**src/rtl/sdsym_pkg.sv**
```systemverilog
// Shared definitions for the soft-decision symbol formatter.
// Assumes: 3-bit symbols and a 3-bit rate code by default.
package sdsym_pkg;
    localparam int unsigned DEF_SYM_W   = 3;
    localparam int unsigned DEF_RATE_W  = 3;
    localparam int unsigned DEF_SEQ_XTR = 2;

    // Numeric code of incoming symbols
    typedef enum logic {
        FMT_SM = 1'b0,
        FMT_OB = 1'b1
    } fmt_e;

    // Where the current input sample goes
    typedef enum logic [1:0] {
        ST_DROP = 2'd0,
        ST_G1   = 2'd1,
        ST_G2   = 2'd2,
        ST_PAR  = 2'd3
    } steer_e;
endpackage

```
**src/rtl/sdsym_conv.sv**
```systemverilog
// Maps one symbol from the selected input code onto offset binary.
// Assumes: the MSB is the sign in both codes; in signed-magnitude the
// negative half counts toward confidence, so its magnitude bits invert.
module sdsym_conv
    import sdsym_pkg::*;
#(
    parameter int unsigned SYM_W = DEF_SYM_W
) (
    input  logic             fmt_ob,
    input  logic [SYM_W-1:0] sym_in,
    output logic [SYM_W-1:0] sym_out
);
    localparam int unsigned MAG_W = SYM_W - 1;

    logic             sign_bit;
    logic [MAG_W-1:0] mag_bits;

    assign sign_bit = sym_in[SYM_W-1];
    assign mag_bits = sym_in[MAG_W-1:0];

    // Select pass-through or magnitude reversal for the negative half
    always_comb begin
        if (fmt_e'(fmt_ob) == FMT_OB || sign_bit) begin
            sym_out = sym_in;
        end else begin
            sym_out = {1'b0, ~mag_bits};
        end
    end
endmodule

```
**src/rtl/sdsym_pair.sv**
```systemverilog
// Steers converted symbols into G1/G2 slots and registers a pair event.
// Assumes: the mode inputs change only while no pair is in flight.
// Output ev_seq tags pairs built in sequential mode for the delay tap.
module sdsym_pair
    import sdsym_pkg::*;
#(
    parameter int unsigned SYM_W  = DEF_SYM_W,
    parameter int unsigned RATE_W = DEF_RATE_W
) (
    input  logic              clk,
    input  logic              rst_n,
    input  logic              sym_vld,
    input  logic              par_mode,
    input  logic [RATE_W-1:0] rate_sel,
    input  logic              g2_strobe,
    input  logic [SYM_W-1:0]  cv_a,
    input  logic [SYM_W-1:0]  cv_b,
    output logic              ev_vld,
    output logic              ev_seq,
    output logic [SYM_W-1:0]  ev_g1,
    output logic [SYM_W-1:0]  ev_g2
);
    logic             pend;
    logic [SYM_W-1:0] hold_g1;
    logic             strobe_on;
    logic             want_g2;
    steer_e           steer;

    assign strobe_on = (rate_sel == '0);
    assign want_g2   = strobe_on ? g2_strobe : pend;

    // Decide the destination of the current sample
    always_comb begin
        if (!sym_vld) begin
            steer = ST_DROP;
        end else if (par_mode) begin
            steer = ST_PAR;
        end else if (!want_g2) begin
            steer = ST_G1;
        end else if (pend) begin
            steer = ST_G2;
        end else begin
            steer = ST_DROP;
        end
    end

    // Hold the pending G1 and its flag
    always_ff @(posedge clk) begin
        if (!rst_n) begin
            pend    <= 1'b0;
            hold_g1 <= '0;
        end else begin
            case (steer)
                ST_G1: begin
                    pend    <= 1'b1;
                    hold_g1 <= cv_a;
                end
                ST_G2, ST_PAR: pend <= 1'b0;
                default: ;
            endcase
        end
    end

    // Register a completed pair and its origin tag
    always_ff @(posedge clk) begin
        if (!rst_n) begin
            ev_vld <= 1'b0;
            ev_seq <= 1'b0;
            ev_g1  <= '0;
            ev_g2  <= '0;
        end else begin
            ev_vld <= 1'b0;
            if (steer == ST_PAR) begin
                ev_vld <= 1'b1;
                ev_seq <= 1'b0;
                ev_g1  <= cv_a;
                ev_g2  <= cv_b;
            end else if (steer == ST_G2) begin
                ev_vld <= 1'b1;
                ev_seq <= 1'b1;
                ev_g1  <= hold_g1;
                ev_g2  <= cv_a;
            end
        end
    end

    // a parallel pair stems from a valid parallel sample
    p_par_src_r4: assert property (@(posedge clk) disable iff (!rst_n)
        (ev_vld && !ev_seq) |-> $past(sym_vld && par_mode));

    // a sequential pair needs a G1 stored beforehand
    p_seq_needs_g1_r7: assert property (@(posedge clk) disable iff (!rst_n)
        (ev_vld && ev_seq) |-> $past(pend));

    // two sequential pairs can never be back to back
    p_seq_gap_r5: assert property (@(posedge clk) disable iff (!rst_n)
        (ev_vld && ev_seq) |=> !(ev_vld && ev_seq));

    // a strobed G1 always leaves a pending G1
    p_g1_pending_r7: assert property (@(posedge clk) disable iff (!rst_n)
        (sym_vld && !par_mode && strobe_on && !g2_strobe) |=> pend);

    // leaving reset finds nothing pending and nothing emitted
    p_fresh_after_reset_r9: assert property (@(posedge clk)
        $rose(rst_n) |-> (!pend && !ev_vld));
endmodule

```
**src/rtl/sdsym_delay.sv**
```systemverilog
// Fixed-length valid/data delay line that equalises the sequential path.
// Assumes: DEPTH is small; zero depth gives a plain wire.
module sdsym_delay #(
    parameter int unsigned W     = 6,
    parameter int unsigned DEPTH = 2
) (
    input  logic         clk,
    input  logic         rst_n,
    input  logic         in_vld,
    input  logic [W-1:0] in_data,
    output logic         out_vld,
    output logic [W-1:0] out_data
);
    generate
        if (DEPTH == 0) begin : g_wire
            assign out_vld  = in_vld;
            assign out_data = in_data;
        end else begin : g_line
            logic [DEPTH-1:0] v_q;
            logic [W-1:0]     d_q [DEPTH];

            // First stage loads from the input
            always_ff @(posedge clk) begin
                if (!rst_n) begin
                    v_q[0] <= 1'b0;
                    d_q[0] <= '0;
                end else begin
                    v_q[0] <= in_vld;
                    d_q[0] <= in_vld ? in_data : '0;
                end
            end

            for (genvar i = 1; i < DEPTH; i++) begin : g_stage
                // Each later stage copies its predecessor
                always_ff @(posedge clk) begin
                    if (!rst_n) begin
                        v_q[i] <= 1'b0;
                        d_q[i] <= '0;
                    end else begin
                        v_q[i] <= v_q[i-1];
                        d_q[i] <= d_q[i-1];
                    end
                end
            end

            assign out_vld  = v_q[DEPTH-1];
            assign out_data = d_q[DEPTH-1];
        end
    endgenerate
endmodule

```
**src/rtl/sdsym_fmt_top.sv**
```systemverilog
// Soft-decision symbol input formatter, top level.
// Converts both buses, assembles G1/G2 pairs and aligns the sequential
// path SEQ_XTR cycles behind the parallel path.
// Assumes: mode inputs change only while the pipeline is empty.
module sdsym_fmt_top
    import sdsym_pkg::*;
#(
    parameter int unsigned SYM_W   = DEF_SYM_W,
    parameter int unsigned RATE_W  = DEF_RATE_W,
    parameter int unsigned SEQ_XTR = DEF_SEQ_XTR
) (
    input  logic              clk,
    input  logic              rst_n,
    input  logic              sym_vld,
    input  logic              par_mode,
    input  logic              fmt_ob,
    input  logic [RATE_W-1:0] rate_sel,
    input  logic              g2_strobe,
    input  logic [SYM_W-1:0]  sym_a,
    input  logic [SYM_W-1:0]  sym_b,
    output logic [SYM_W-1:0]  pair_g1,
    output logic [SYM_W-1:0]  pair_g2,
    output logic              pair_vld
);
    localparam int unsigned LANES  = 2;
    localparam int unsigned PAIR_W = 2 * SYM_W;

    logic [LANES-1:0][SYM_W-1:0] raw_sym;
    logic [LANES-1:0][SYM_W-1:0] cv_sym;

    logic              ev_vld;
    logic              ev_seq;
    logic [SYM_W-1:0]  ev_g1;
    logic [SYM_W-1:0]  ev_g2;
    logic              par_take;
    logic              seq_vld;
    logic [PAIR_W-1:0] seq_data;

    assign raw_sym[0] = sym_a;
    assign raw_sym[1] = sym_b;

    generate
        for (genvar ln = 0; ln < LANES; ln++) begin : g_lane
            sdsym_conv #(.SYM_W(SYM_W)) u_conv (
                .fmt_ob  (fmt_ob),
                .sym_in  (raw_sym[ln]),
                .sym_out (cv_sym[ln])
            );
        end
    endgenerate

    sdsym_pair #(.SYM_W(SYM_W), .RATE_W(RATE_W)) u_pair (
        .clk       (clk),
        .rst_n     (rst_n),
        .sym_vld   (sym_vld),
        .par_mode  (par_mode),
        .rate_sel  (rate_sel),
        .g2_strobe (g2_strobe),
        .cv_a      (cv_sym[0]),
        .cv_b      (cv_sym[1]),
        .ev_vld    (ev_vld),
        .ev_seq    (ev_seq),
        .ev_g1     (ev_g1),
        .ev_g2     (ev_g2)
    );

    sdsym_delay #(.W(PAIR_W), .DEPTH(SEQ_XTR)) u_seq_dly (
        .clk      (clk),
        .rst_n    (rst_n),
        .in_vld   (ev_vld & ev_seq),
        .in_data  ({ev_g1, ev_g2}),
        .out_vld  (seq_vld),
        .out_data (seq_data)
    );

    assign par_take = ev_vld & ~ev_seq;

    // Pick the active tap and force zeros when idle
    always_comb begin
        pair_vld = par_take | seq_vld;
        if (par_take) begin
            pair_g1 = ev_g1;
            pair_g2 = ev_g2;
        end else if (seq_vld) begin
            pair_g1 = seq_data[PAIR_W-1:SYM_W];
            pair_g2 = seq_data[SYM_W-1:0];
        end else begin
            pair_g1 = '0;
            pair_g2 = '0;
        end
    end

    // the parallel and sequential taps never fire together
    p_one_tap_r6: assert property (@(posedge clk) disable iff (!rst_n)
        !(par_take && seq_vld));

    // idle outputs read as zero
    p_idle_zero_r10: assert property (@(posedge clk) disable iff (!rst_n)
        !pair_vld |-> (pair_g1 == '0 && pair_g2 == '0));
endmodule

```
**config.mk**
```make
export PLATFORM = sky130hd
export DESIGN_NAME = sdsym_fmt_top
export DESIGN_NICKNAME = d
export VERILOG_FILES = /design/src/rtl/sdsym_pkg.sv /design/src/rtl/sdsym_conv.sv /design/src/rtl/sdsym_pair.sv /design/src/rtl/sdsym_delay.sv /design/src/rtl/sdsym_fmt_top.sv
export SDC_FILE = /design/constraint.sdc
export NUM_CORES = 1
export LEC_CHECK = 0
export ABC_CLOCK_PERIOD_IN_PS = 1020
export BUFFER_PORTS_ARGS = -buffer_cell sky130_fd_sc_hd__buf_2
export CAP_MARGIN = 20
export CORE_MARGIN = 10
export CORE_UTILIZATION = 29
export CTS_CLUSTER_SIZE = 12
export DETAILED_ROUTE_END_ITERATION = 6
export GPL_ROUTABILITY_DRIVEN = 0
export SLEW_MARGIN = 10
export SYNTH_ARGS = -nofsm -noshare
export SYNTH_HDL_FRONTEND = slang
export SYNTH_HIERARCHICAL = 1
export SYNTH_SLANG_ARGS = --single-unit
```
**constraint.sdc**
```tcl
create_clock -name clk -period 1.02 [get_ports clk]
set_input_delay 0.051 -clock clk [delete_from_list [all_inputs] [get_ports clk]]
set_output_delay 0.051 -clock clk [all_outputs]
set_load 0.05 [all_outputs]
```
==> impl_metrics.yaml <==
worst_setup_path:
  startpoint_type: "flip-flop"
  critPathMaxStageDelay_ps: 380
  worst-r2r-setup-slack_ps: 40
  cp.required_ps: 970
  path_class: "flip-flop to output port"
  crit_start: "u_pair/ev_seq"
  slowest_stage_cell_cp: "sky130_fd_sc_hd__dfxtp_4"
  critical_path.max_fanout: 9
  r2r_cells: 3
  rr_endpoint: "u_pair/hold_g1[0]"
  cp-end-kind: "output port"
  cells_traversed_along_the_worst_timing_path: "nor2b_4 -> or2_1 -> buf_6"
  r2r-start: "u_pair/pend"
  timing.critical_path.arrival_ps: 1130
synth:
  syn-num-nets: 140
  synthArstFlopShare_pct: 0
  synth_area_per_cell_um2: 9.149
  ys.flop_type: "sky130_fd_sc_hd__dfxtp_1"
  yosys.area.top_type_share_pct: 45.51
  synth_edf_count: 0
  post_synth_instance_area_um2: 1144
  synth-seq-area-share_pct: 45.51
  postSynthRegisterBits: 26
  synthCells: 125
  yosysWarnings: 6
  synthTopCellsByArea: "sky130_fd_sc_hd__dfxtp_1 46%, sky130_fd_sc_hd__o21ai_0 5.3%, sky130_fd_sc_hd__nand2_1 4.9%"
  synth_top_cells_by_count: "26 x sky130_fd_sc_hd__dfxtp_1, 15 x sky130_fd_sc_hd__nand2_1, 12 x sky130_fd_sc_hd__o21ai_0"
  yosysMostFrequentCell: "sky130_fd_sc_hd__dfxtp_1"
  ys_types: 27
  leading_area_contributor_after_synthesis: "sky130_fd_sc_hd__dfxtp_1"
min_path:
  hold_path.startpoint: "sym_a[2]"
  worst_hold_path_type: "primary input to flip-flop"
  worstHoldPathCells: 3
  whs_endpoint: "u_pair/hold_g1[2]"
global_routing:
  use_met1_pct: 8.796
  grt_pass1_vias: 959
  first_pass_grt_wire_length_um: 4278
  busiest_metal_layer_after_global_routing: "met2"
  grt-ovfl-total: 0
  grtUsageMet2_pct: 13.58
  grt_antenna_before_repair: 0
  global_route.usage.total_pct: 7.925
  grtUsageMet3_pct: 3.772
  grt_start_max_net_pins: 30
routing:
  drt-total-wl_um: 2656
  dr_total_vias: 980
  route.detailed.vias_per_inst: 4.925
  post_drt_wl_per_cell_um: 13.35
  drt_first_iter_violations: 42
  drc_errors: 0
  first_pass_iters: 4
  postRouteAntennaNets: 0
sta:
  rsz0062_at_grt: "yes"
  report.final.hold_viol_count: 0
  clock-skew-final_ps: 7.208
  post-route-period-util_pct: 116.0
  fmaxAchievable_ghz: 0.8452
  setup_violations: 7
  timing.final.ws_setup_ps: -163.2
  hold-worst-slack_ps: 91.16
  final_slew_viol_count: 0
  maxSlewHeadroom_pct: 73.74
  tightest_slew_ps: 393.9
  clock_period_minus_worst_slack_ps: 1183
  tns_ps: -974.5
die:
  design.portCount: 22
  core_um2: 3744
  die_w_um: 82.80
  placementRows: 22
  floorplan.initialDensity_pct: 30.55
  dieHeight_um: 82.80
  floorplan.die_area_um2: 6855
clock_tree:
  ctsHtreeMaxLevel: 1
  clockRootBuffer: "sky130_fd_sc_hd__clkbuf_8"
  cts_tree: "yes"
  tritoncts_num_sinks: 26
  clock_buffer_count_from_cts: 3
  clk_path_buf_depth: 2
  worst_skew_pair.late_latency_ps: 270
  cts_clock_pin_slew_for_the_worst_setup_and_hold_paths_ps: 80
power:
  irDropWorstVdd_mv: 1.050
  power_per_cell_area_nw_per_um2: 1455
  power.leakage_nw: 0.6071
cells_and_area:
  final_non_filler_cell_area_um2: 1498
  area_delta_synth_final_pct: 30.96
  fin_nets: 167
  antenna-diode-count: 0
  share_of_final_layout_standard_cells_stronger_than_drive_strength_1_pct: 38.41
placement:
  port-buffer-count: 21
  post-dp-hpwl_um: 2043
  post-place-ws_ps: -153.3
  placed_area_um2: 1348
status:
  result_of_the_run: "finished, violations left"
  failing_checks: "setup timing"
run:
  cap_violations: 0
## logic make-up (layout without fill, tap and decap cells)
group           Yosys count  after routing  synth area share, %
simple gates             55             55                30.74
xor+xnor                  4              4                3.063
mux                       4              4                3.501
flops                    26             26                45.51
buf+inv                   8             34                3.610
compound gates           28             28                13.57
## placed cells by master, fill, tap and decap left out, drive strengths merged
| cell type | n |
|---|---|
| a21oi | 1 |
| nor2 | 3 |
| buf | 30 |
| nor4 | 1 |
| nand4 | 6 |
| nand2 | 15 |
| mux2i | 4 |
| dfxtp | 26 |
| xor2 | 4 |
| or2 | 1 |
| nand3b | 6 |
| nor3b | 3 |
| and3 | 6 |
| bufinv | 1 |
| nand2b | 1 |
| and2 | 10 |
| nor2b | 1 |
| or4 | 1 |
| clkbuf | 3 |
| o21ai | 19 |
| o221a | 1 |
| nor3 | 1 |
| a31oi | 7 |
## power breakdown
part	total, W	switching [W]	internal [W]	leakage (nW)
clock network	0.000827	0.000302	0.000524	0.0357
registers	0.00107	0.0000273	0.00105	0.214
logic	0.000281	0.000160	0.000121	0.358
total	0.00218	0.000489	0.00169	0.607
## layout make-up
class / instances / area [µm²]
clock buffer: 3 / 41.29
multi-input combinational: 91 / 615.6
tap: 48 / 60.06
timing repair buffer: 30 / 220.2
sequential: 26 / 530.5
clock inverter: 1 / 30.03
fill: 387 / 2246
## worst max-delay path: cells and delay by family, from the launching register on
family	cells	cell delay, ps
DFF	1	380
and+or+nand+nor	2	340
buffers and inverters	1	150
## how the worst max path moves through the flow
stage | to | slack [ps] | depth (start not counted)
floorplan | pair_g1[0] | -250 | 2
global placement | u_pair/ev_seq | -90 | 4
detailed placement | u_pair/hold_g1[0] | -150 | 5
CTS | pair_vld | -160 | 3
global route | pair_g1[1] | -220 | 3
finish | pair_vld | -160 | 3
## sequential cells by signal, indices dropped and copies added, names as in the netlist
name                  cells
u_pair/pend               1
u_pair/ev_seq             1
u_seq_dly/g_line.v_q      1
u_seq_dly/g_line.d_q     12
u_pair/hold_g1            3
u_pair/ev_g1              3
u_pair/ev_vld             1
u_seq_dly/out_vld         1
u_pair/ev_g2              3
## repair_timing
item	4_1_cts	5_1_grt
endpoints found under the setup margin	11	10
cloned	0	0
hold buffers	0	0
buffers inserted	0	0
pin swaps	0	1
resized for setup	21	4
## routing by layer
metal  wire length, µm  part of all wire [%]
met1              1121                    42
met2              1289                    49
met3               232                   8.7
met4                13                  0.49
met5                 0                     0
## per-stage QoR
step                utilization [%]  total power (W)  instances
global route                  40.01         0.002279        199
floorplan                         -         0.001253        125
finish                        40.01         0.002180        199
global placement              36.00         0.001340        195
detailed placement            36.00         0.001354        195
CTS                           39.44         0.002198        199
No activity file was read; power rests on OpenSTA's default activity.
